--- config.mk ---
export PLATFORM = sky130hd
export DESIGN_NAME = dvc_compressor
export DESIGN_NICKNAME = d
export VERILOG_FILES = /design/src/rtl/dvc_pkg.sv /design/src/rtl/dvc_merge_logic.sv /design/src/rtl/dvc_open_vec.sv /design/src/rtl/dvc_out_slot.sv /design/src/rtl/dvc_compressor.sv
export SDC_FILE = /design/constraint.sdc
export NUM_CORES = 1
export LEC_CHECK = 0
export BUFFER_PORTS_ARGS = -buffer_cell sky130_fd_sc_hd__buf_2
export CAP_MARGIN = 20
export CORE_MARGIN = 4
export CORE_UTILIZATION = 40
export CTS_CLUSTER_SIZE = 25
export DETAILED_ROUTE_END_ITERATION = 8
export PLACE_DENSITY = 0.54
export SYNTH_ARGS = -nofsm -noshare
export SYNTH_HDL_FRONTEND = slang
export SYNTH_SLANG_ARGS = --single-unit
--- constraint.sdc ---
create_clock -name clk -period 9.7 [get_ports clk]
set_input_delay 0.97 -clock clk [delete_from_list [all_inputs] [get_ports clk]]
set_output_delay 0.97 -clock clk [all_outputs]
set_load 0.1 [all_outputs]
--- src/rtl/dvc_pkg.sv ---
// Shared widths and record types of the dependence run compressor.
// Assumes IC_W > DELTA_W.
package dvc_pkg;
    parameter int TID_W   = 2;
    parameter int IC_W    = 16;
    parameter int CNT_W   = 5;
    parameter int DELTA_W = 8;

    // One reduced dependence as it arrives.
    typedef struct packed {
        logic [TID_W-1:0]   tid;
        logic [IC_W-1:0]    src;
        logic [IC_W-1:0]    dst;
        logic               hold;
    } dep_rec_t;

    // The open candidate vector, with its last (possibly tightened) element.
    typedef struct packed {
        logic [TID_W-1:0]   tid;
        logic [IC_W-1:0]    src_start;
        logic [IC_W-1:0]    dst_start;
        logic [IC_W-1:0]    src_last;
        logic [IC_W-1:0]    dst_last;
        logic [CNT_W-1:0]   cnt;
        logic [DELTA_W-1:0] delta;
    } open_vec_t;

    // One emitted vector record.
    typedef struct packed {
        logic [TID_W-1:0]   tid;
        logic [IC_W-1:0]    src;
        logic [IC_W-1:0]    dst;
        logic [CNT_W-1:0]   cnt;
        logic [DELTA_W-1:0] delta;
    } vec_rec_t;
endpackage

--- src/rtl/dvc_merge_logic.sv ---
// Combinational decision: can the incoming record extend the open vector?
// It projects the next element from the run's step. It accepts a source
// count that lies at most SLACK below the projection, and then tightens
// the source count to the projection. Assumes the counts do not wrap
// inside one run.
module dvc_merge_logic
    import dvc_pkg::*;
#(
    parameter int MAX_RUN = 8,
    parameter int SLACK   = 2
) (
    input  open_vec_t          ov,
    input  logic               ov_valid,
    input  dep_rec_t           rec,
    output logic               can_merge,
    output logic [IC_W-1:0]    tight_src,
    output logic [DELTA_W-1:0] next_delta
);
    localparam int DELTA_MAX = (1 << DELTA_W) - 1;

    logic              first_step;
    logic [IC_W:0]     d_step;
    logic [IC_W-1:0]   step;
    logic              dst_ok;
    logic [IC_W:0]     s_exp;
    logic [IC_W+1:0]   gap;
    logic              src_ok;

    // Derive the step, check the destination, project and compare the source.
    always_comb begin
        first_step = (ov.cnt == CNT_W'(1));
        d_step     = {1'b0, rec.dst} - {1'b0, ov.dst_last};
        if (first_step) begin
            step   = d_step[IC_W-1:0];
            dst_ok = !d_step[IC_W] && (d_step != '0) &&
                     (d_step <= (IC_W+1)'(DELTA_MAX));
        end else begin
            step   = {{(IC_W-DELTA_W){1'b0}}, ov.delta};
            dst_ok = (rec.dst == ov.dst_last + step);
        end
        s_exp      = {1'b0, ov.src_last} + {1'b0, step};
        gap        = {1'b0, s_exp} - {2'b00, rec.src};
        src_ok     = !s_exp[IC_W] && !gap[IC_W+1] &&
                     (gap <= (IC_W+2)'(SLACK));
        tight_src  = s_exp[IC_W-1:0];
        next_delta = first_step ? d_step[DELTA_W-1:0] : ov.delta;
        can_merge  = ov_valid && (rec.tid == ov.tid) && !rec.hold &&
                     (ov.cnt < CNT_W'(MAX_RUN)) && dst_ok && src_ok;
    end
endmodule

--- src/rtl/dvc_open_vec.sv ---
// Register that holds the single open candidate vector. Starting a new
// vector has priority over extending it, and extending has priority
// over clearing it.
module dvc_open_vec
    import dvc_pkg::*;
(
    input  logic               clk,
    input  logic               rst_n,
    input  logic               start_new,
    input  logic               extend,
    input  logic               clear,
    input  dep_rec_t           rec,
    input  logic [IC_W-1:0]    tight_src,
    input  logic [DELTA_W-1:0] next_delta,
    output open_vec_t          ov,
    output logic               ov_valid
);
    // Update the open vector from the control decision of this cycle.
    always_ff @(posedge clk) begin
        if (!rst_n) begin
            ov_valid <= 1'b0;
            ov       <= '0;
        end else if (start_new) begin
            ov_valid     <= 1'b1;
            ov.tid       <= rec.tid;
            ov.src_start <= rec.src;
            ov.dst_start <= rec.dst;
            ov.src_last  <= rec.src;
            ov.dst_last  <= rec.dst;
            ov.cnt       <= CNT_W'(1);
            ov.delta     <= '0;
        end else if (extend) begin
            ov.src_last <= tight_src;
            ov.dst_last <= rec.dst;
            ov.cnt      <= ov.cnt + CNT_W'(1);
            ov.delta    <= next_delta;
        end else if (clear) begin
            ov_valid <= 1'b0;
        end
    end
endmodule

--- src/rtl/dvc_out_slot.sv ---
// One-entry output register with a valid/ready handshake. It is loaded
// only when it is empty or is being drained in the same cycle, and it
// holds its record while the consumer stalls.
module dvc_out_slot
    import dvc_pkg::*;
(
    input  logic     clk,
    input  logic     rst_n,
    input  logic     load,
    input  vec_rec_t load_data,
    input  logic     out_ready,
    output logic     out_valid,
    output vec_rec_t out_data,
    output logic     free
);
    // The slot can take a record when it is empty or draining now.
    assign free = !out_valid || out_ready;

    // Load a new record, or drop the record that was taken.
    always_ff @(posedge clk) begin
        if (!rst_n) begin
            out_valid <= 1'b0;
            out_data  <= '0;
        end else if (load) begin
            out_valid <= 1'b1;
            out_data  <= load_data;
        end else if (out_ready) begin
            out_valid <= 1'b0;
        end
    end
endmodule

--- src/rtl/dvc_compressor.sv ---
// Top module of the strided dependence run compressor. It accepts a
// record and/or a flush when the output slot can take a closed vector.
// Assumes the input records are already reduced and arrive in the
// destination thread's total order.
module dvc_compressor
    import dvc_pkg::*;
#(
    parameter int MAX_RUN = 8,
    parameter int SLACK   = 2
) (
    input  logic               clk,
    input  logic               rst_n,
    input  logic               in_valid,
    output logic               in_ready,
    input  logic [TID_W-1:0]   in_tid,
    input  logic [IC_W-1:0]    in_src_ic,
    input  logic [IC_W-1:0]    in_dst_ic,
    input  logic               in_hold,
    input  logic               flush,
    output logic               out_valid,
    input  logic               out_ready,
    output logic [TID_W-1:0]   out_tid,
    output logic [IC_W-1:0]    out_src_ic,
    output logic [IC_W-1:0]    out_dst_ic,
    output logic [CNT_W-1:0]   out_cnt,
    output logic [DELTA_W-1:0] out_delta
);
    dep_rec_t           rec;
    open_vec_t          ov;
    logic               ov_valid;
    logic               can_merge;
    logic [IC_W-1:0]    tight_src;
    logic [DELTA_W-1:0] next_delta;
    logic               slot_free;
    logic               acc_in, acc_fl;
    logic               extend, start_new, clear, emit;
    vec_rec_t           emit_data;
    vec_rec_t           out_data;

    // Pack the input pins into one record.
    always_comb begin
        rec.tid  = in_tid;
        rec.src  = in_src_ic;
        rec.dst  = in_dst_ic;
        rec.hold = in_hold;
    end

    dvc_merge_logic #(.MAX_RUN(MAX_RUN), .SLACK(SLACK)) merge_i (
        .ov(ov), .ov_valid(ov_valid), .rec(rec), .can_merge(can_merge),
        .tight_src(tight_src), .next_delta(next_delta)
    );

    // Decide the action: extend, close and reopen, flush, or emit.
    always_comb begin
        in_ready  = slot_free;
        acc_in    = in_valid && slot_free;
        acc_fl    = flush && slot_free;
        extend    = acc_in && !acc_fl && can_merge;
        start_new = acc_in && (acc_fl || !can_merge);
        clear     = acc_fl && !acc_in;
        emit      = ov_valid && (acc_fl || (acc_in && !can_merge));
    end

    // Form the closed vector; a single element carries a zero step.
    always_comb begin
        emit_data.tid   = ov.tid;
        emit_data.src   = ov.src_start;
        emit_data.dst   = ov.dst_start;
        emit_data.cnt   = ov.cnt;
        emit_data.delta = (ov.cnt == CNT_W'(1)) ? '0 : ov.delta;
    end

    dvc_open_vec open_i (
        .clk(clk), .rst_n(rst_n), .start_new(start_new), .extend(extend),
        .clear(clear), .rec(rec), .tight_src(tight_src),
        .next_delta(next_delta), .ov(ov), .ov_valid(ov_valid)
    );

    dvc_out_slot slot_i (
        .clk(clk), .rst_n(rst_n), .load(emit), .load_data(emit_data),
        .out_ready(out_ready), .out_valid(out_valid), .out_data(out_data),
        .free(slot_free)
    );

    // Unpack the output record onto the pins.
    always_comb begin
        out_tid    = out_data.tid;
        out_src_ic = out_data.src;
        out_dst_ic = out_data.dst;
        out_cnt    = out_data.cnt;
        out_delta  = out_data.delta;
    end
endmodule

==> impl_metrics.env <==
export IMPL_status="completed"
export IMPL_slew_violations=0
export IMPL_antenna_cells=0
export IMPL_grt_pass1_wl_um=38400
export IMPL_vias=7506
export IMPL_hold_viol_final=0
export IMPL_fin_nets=1214
export IMPL_cp_slowest_cell="a2111o_1"
export IMPL_slew_limit_headroom_pct=35.5
export IMPL_die_x_um=153
export IMPL_portBuffers=88
export IMPL_p_int_mw=1.15
export IMPL_io_pins=89
export IMPL_p_switching_mw=0.559
export IMPL_fin_crit_sh_pct=84.8
export IMPL_cts_sinks=128
export IMPL_drc=0
export IMPL_area_growth_pct=15.3
export IMPL_syn_instance_count=1043
export IMPL_critPathCaptureType="register"
export IMPL_synth_area_top_cells="dfxtp_1 30%, mux2i_1 9.8%, ha_1 8.6%"
export IMPL_drtIter0Drc=363
export IMPL_clkLatencyLatePin_ns=0.42
export IMPL_grt_overflow_total=0
export IMPL_synth_top_family_by_area="simple AND/OR/NAND/NOR gates"
export IMPL_place_hpwl_um=17600
export IMPL_p_seq_share_pct=32.8
export IMPL_cts_hold_buffers=0
export IMPL_synth_compound_area_share_pct=18.7
export IMPL_synth_cell_types=75
export IMPL_syn_nets=1145
export IMPL_die_area_um2=23500
export IMPL_netlist_area_um2=8450
export IMPL_holdCritPathClass="register to register"
export IMPL_antenna_found_initial=1
export IMPL_ys_ff_latch=128
export IMPL_tritoncts="done"
export IMPL_start_kind="input pin"
export IMPL_dpl_cell_area_um2=9120
export IMPL_yosys_area_share_simple_pct=20.8
export IMPL_yosys_top_cells_count="189 x nand2_1, 128 x dfxtp_1, 83 x mux2i_1"
export IMPL_fin_skew_ns=0.0103
export IMPL_rows=52
export IMPL_crit_type="input pin to register"
export IMPL_first_pass_iters=5
export IMPL_post_cts_buffers=0
export IMPL_place_ws_ns=1.20
export IMPL_cp_arrival_ns=8.49
export IMPL_grt_max_degree=91
export IMPL_avgSynthCellArea_um2=8.10
export IMPL_rsz0062_at_grt="no"
export IMPL_async_reset_ff_share_pct=0
export IMPL_synth_most_common_cell="nand2_1"
export IMPL_crit_fanout=29
export IMPL_stdcell_area_um2=9750
export IMPL_cts_buffer_depth=2
export IMPL_synth_top_area_share_pct=30.3
export IMPL_wire_per_inst_um=16.9
export IMPL_setup_viol=0
export IMPL_cts_resized=0
export IMPL_die_h_um=153
export IMPL_ys_warn_count=0
export IMPL_gr_usage_all_layers_pct=19.9
export IMPL_muxShareOfSynthArea_pct=10.1
export IMPL_p_total_mw=1.71
export IMPL_synth_edf_count=0
export IMPL_root_buffer="clkbuf_16"
export IMPL_power_frac_clock_pct=40.5
export IMPL_ys_seq_area_share_pct=30.3
export IMPL_timing_final_ws_setup_ns=1.47
export IMPL_routabilityCongestion=0.893
export IMPL_worst_slew_pin_slew_ns=0.967
export IMPL_initial_core_util_pct=41.2
export IMPL_h_tree_depth=4
export IMPL_worstPathRequired_ns=9.96
export IMPL_critPathTopFamily="compound AO/OA/AOI/OAI gates"
export IMPL_p_comb_share_pct=26.8
export IMPL_viasPerCell=5.38
export IMPL_path_buf_inv=3
export IMPL_core_area_um2=20500
export IMPL_synth_xor_area_share_pct=5.48
export IMPL_clk_pin_slew_ns=0.06
export IMPL_post_route_min_period_ns=8.23
export IMPL_synth_adder_area_share_pct=9.53
export IMPL_synthFlopType="dfxtp_1"
export IMPL_fin_tns_setup_ns=0
export IMPL_drt_wl_total_um=23600
export IMPL_antenna_left=0
export IMPL_max_stage_delay_ns=0.71
export IMPL_first_global_vias=7136
export IMPL_synth_largest_area_cell="dfxtp_1"
export IMPL_drv_cap=0
export IMPL_n_fill_cell=2100
export IMPL_cts_inserted_buffers=17
export IMPL_ir_drop_mv=0.103
export IMPL_power_leakage_nw=4.18
export IMPL_powerDensity_nw_per_um2=175
export IMPL_fmax_ghz=0.122
export IMPL_drive_gt1_share_pct=13.2
export IMPL_swShare_pct=32.7
[cell usage in the layout (no fill, tap or decap), drive strengths merged, types with 5 or more instances in the layout]
master / instances
nand4: 12
mux2i: 83
buf: 96
and2: 6
nand2b: 8
nand2: 189
ha: 58
nor2: 48
o211ai: 5
o21ai: 50
nor2b: 12
inv: 65
a21o: 11
xnor2: 39
nand3: 31
a22oi: 12
or3: 10
nor4: 11
a211oi: 10
dfxtp: 128
o22ai: 10
clkbuf: 17
a21oi: 70
xor2: 13
o21a: 16
a31oi: 6
o21bai: 5
a2111oi: 6
nor3: 14
[per-layer routing]
layer | wire [um] | track usage, % | up-vias
met5 | 13 | 0 | -
met4 | 199 | 4.75 | 2
met3 | 927 | 3.19 | 15
met2 | 10300 | 30.8 | 140
met1 | 12100 | 29.1 | 3501
li1 | - | - | 3848
[cell families after synthesis]
kind of cell,after synthesis
multiplexers,85
AO/OA/AOI/OAI,235
flip-flops,128
buffers and inverters,107
XOR/XNOR,52
AND/OR/NAND/NOR,374
adder cells (fa/ha/maj),62
[sequential cells by signal (all words and copies together) (netlist names)]
signal and flops:
slot_i.out_valid 1, open_i.ov 79, open_i.ov_valid 1, slot_i.out_data 47
[per-stage QoR]
stage,hold slack (ns),std cells,util [%]
floorplan,0.442,1043,-
global placement,0.441,1363,44.5
detailed placement,0.444,1363,44.5
CTS,0.456,1394,47.6
global route,0.474,1394,47.6
finish,0.454,1394,47.6
[worst reg2reg max path: stages, from the launching register on]
cell and delay, ns:
dfxtp_1 0.36, ha_1 0.17, inv_1 0.05, fa_1 0.41, a211oi_1 0.42, o21bai_1 0.13
a21oi_1 0.18, xor2_1 0.25, o21ai_0 0.12, ha_1 0.22, or4_1 0.54, a21oi_1 0.16
o21ai_0 0.18, o211a_1 0.26, o21ai_0 0.15, nand2b_1 0.09, xor2_1 0.16, ha_1 0.36
nor2b_1 0.18, a2111oi_0 0.58, nand4bb_1 0.17, nor4_1 0.28, and4_1 0.23, nand4b_1 0.10
a2111o_1 0.31, a2111o_1 0.71, and4_2 0.70, mux2i_1 0.25
[power by group through the flow]
stage	Clock [mW]	Combinational, mW	Sequential, mW
after global routing	0.735	0.505	0.563
final	0.692	0.458	0.560
after floorplan	0	0.320	0.598
after detailed placement	0	0.452	0.572
after global placement	0	0.456	0.571
after CTS	0.706	0.455	0.560
[path summary, 6_finish.rpt]
path,from,to,slack (ns),depth (start not counted)
min reg2reg,slot_i.out_data[18],slot_i.out_data[18],0.45,2
min,slot_i.out_data[18],slot_i.out_data[18],0.45,2
max reg2reg,open_i.ov[13],slot_i.out_data[2],1.83,27
max,in_dst_ic[0],slot_i.out_data[2],1.47,29
[cell type report]
type / instances / area [um2] / share of cell area [%]
multi-input cells: 808 / 5480 / 56.3
clock inverters: 14 / 205 / 2.11
clock buffers: 17 / 425 / 4.36
flip-flops and latches: 128 / 2560 / 26.3
repair buffers: 96 / 503 / 5.16
inverters: 61 / 229 / 2.35
well taps: 270 / 338 / 3.47
(Power assumes the default switching activity.)
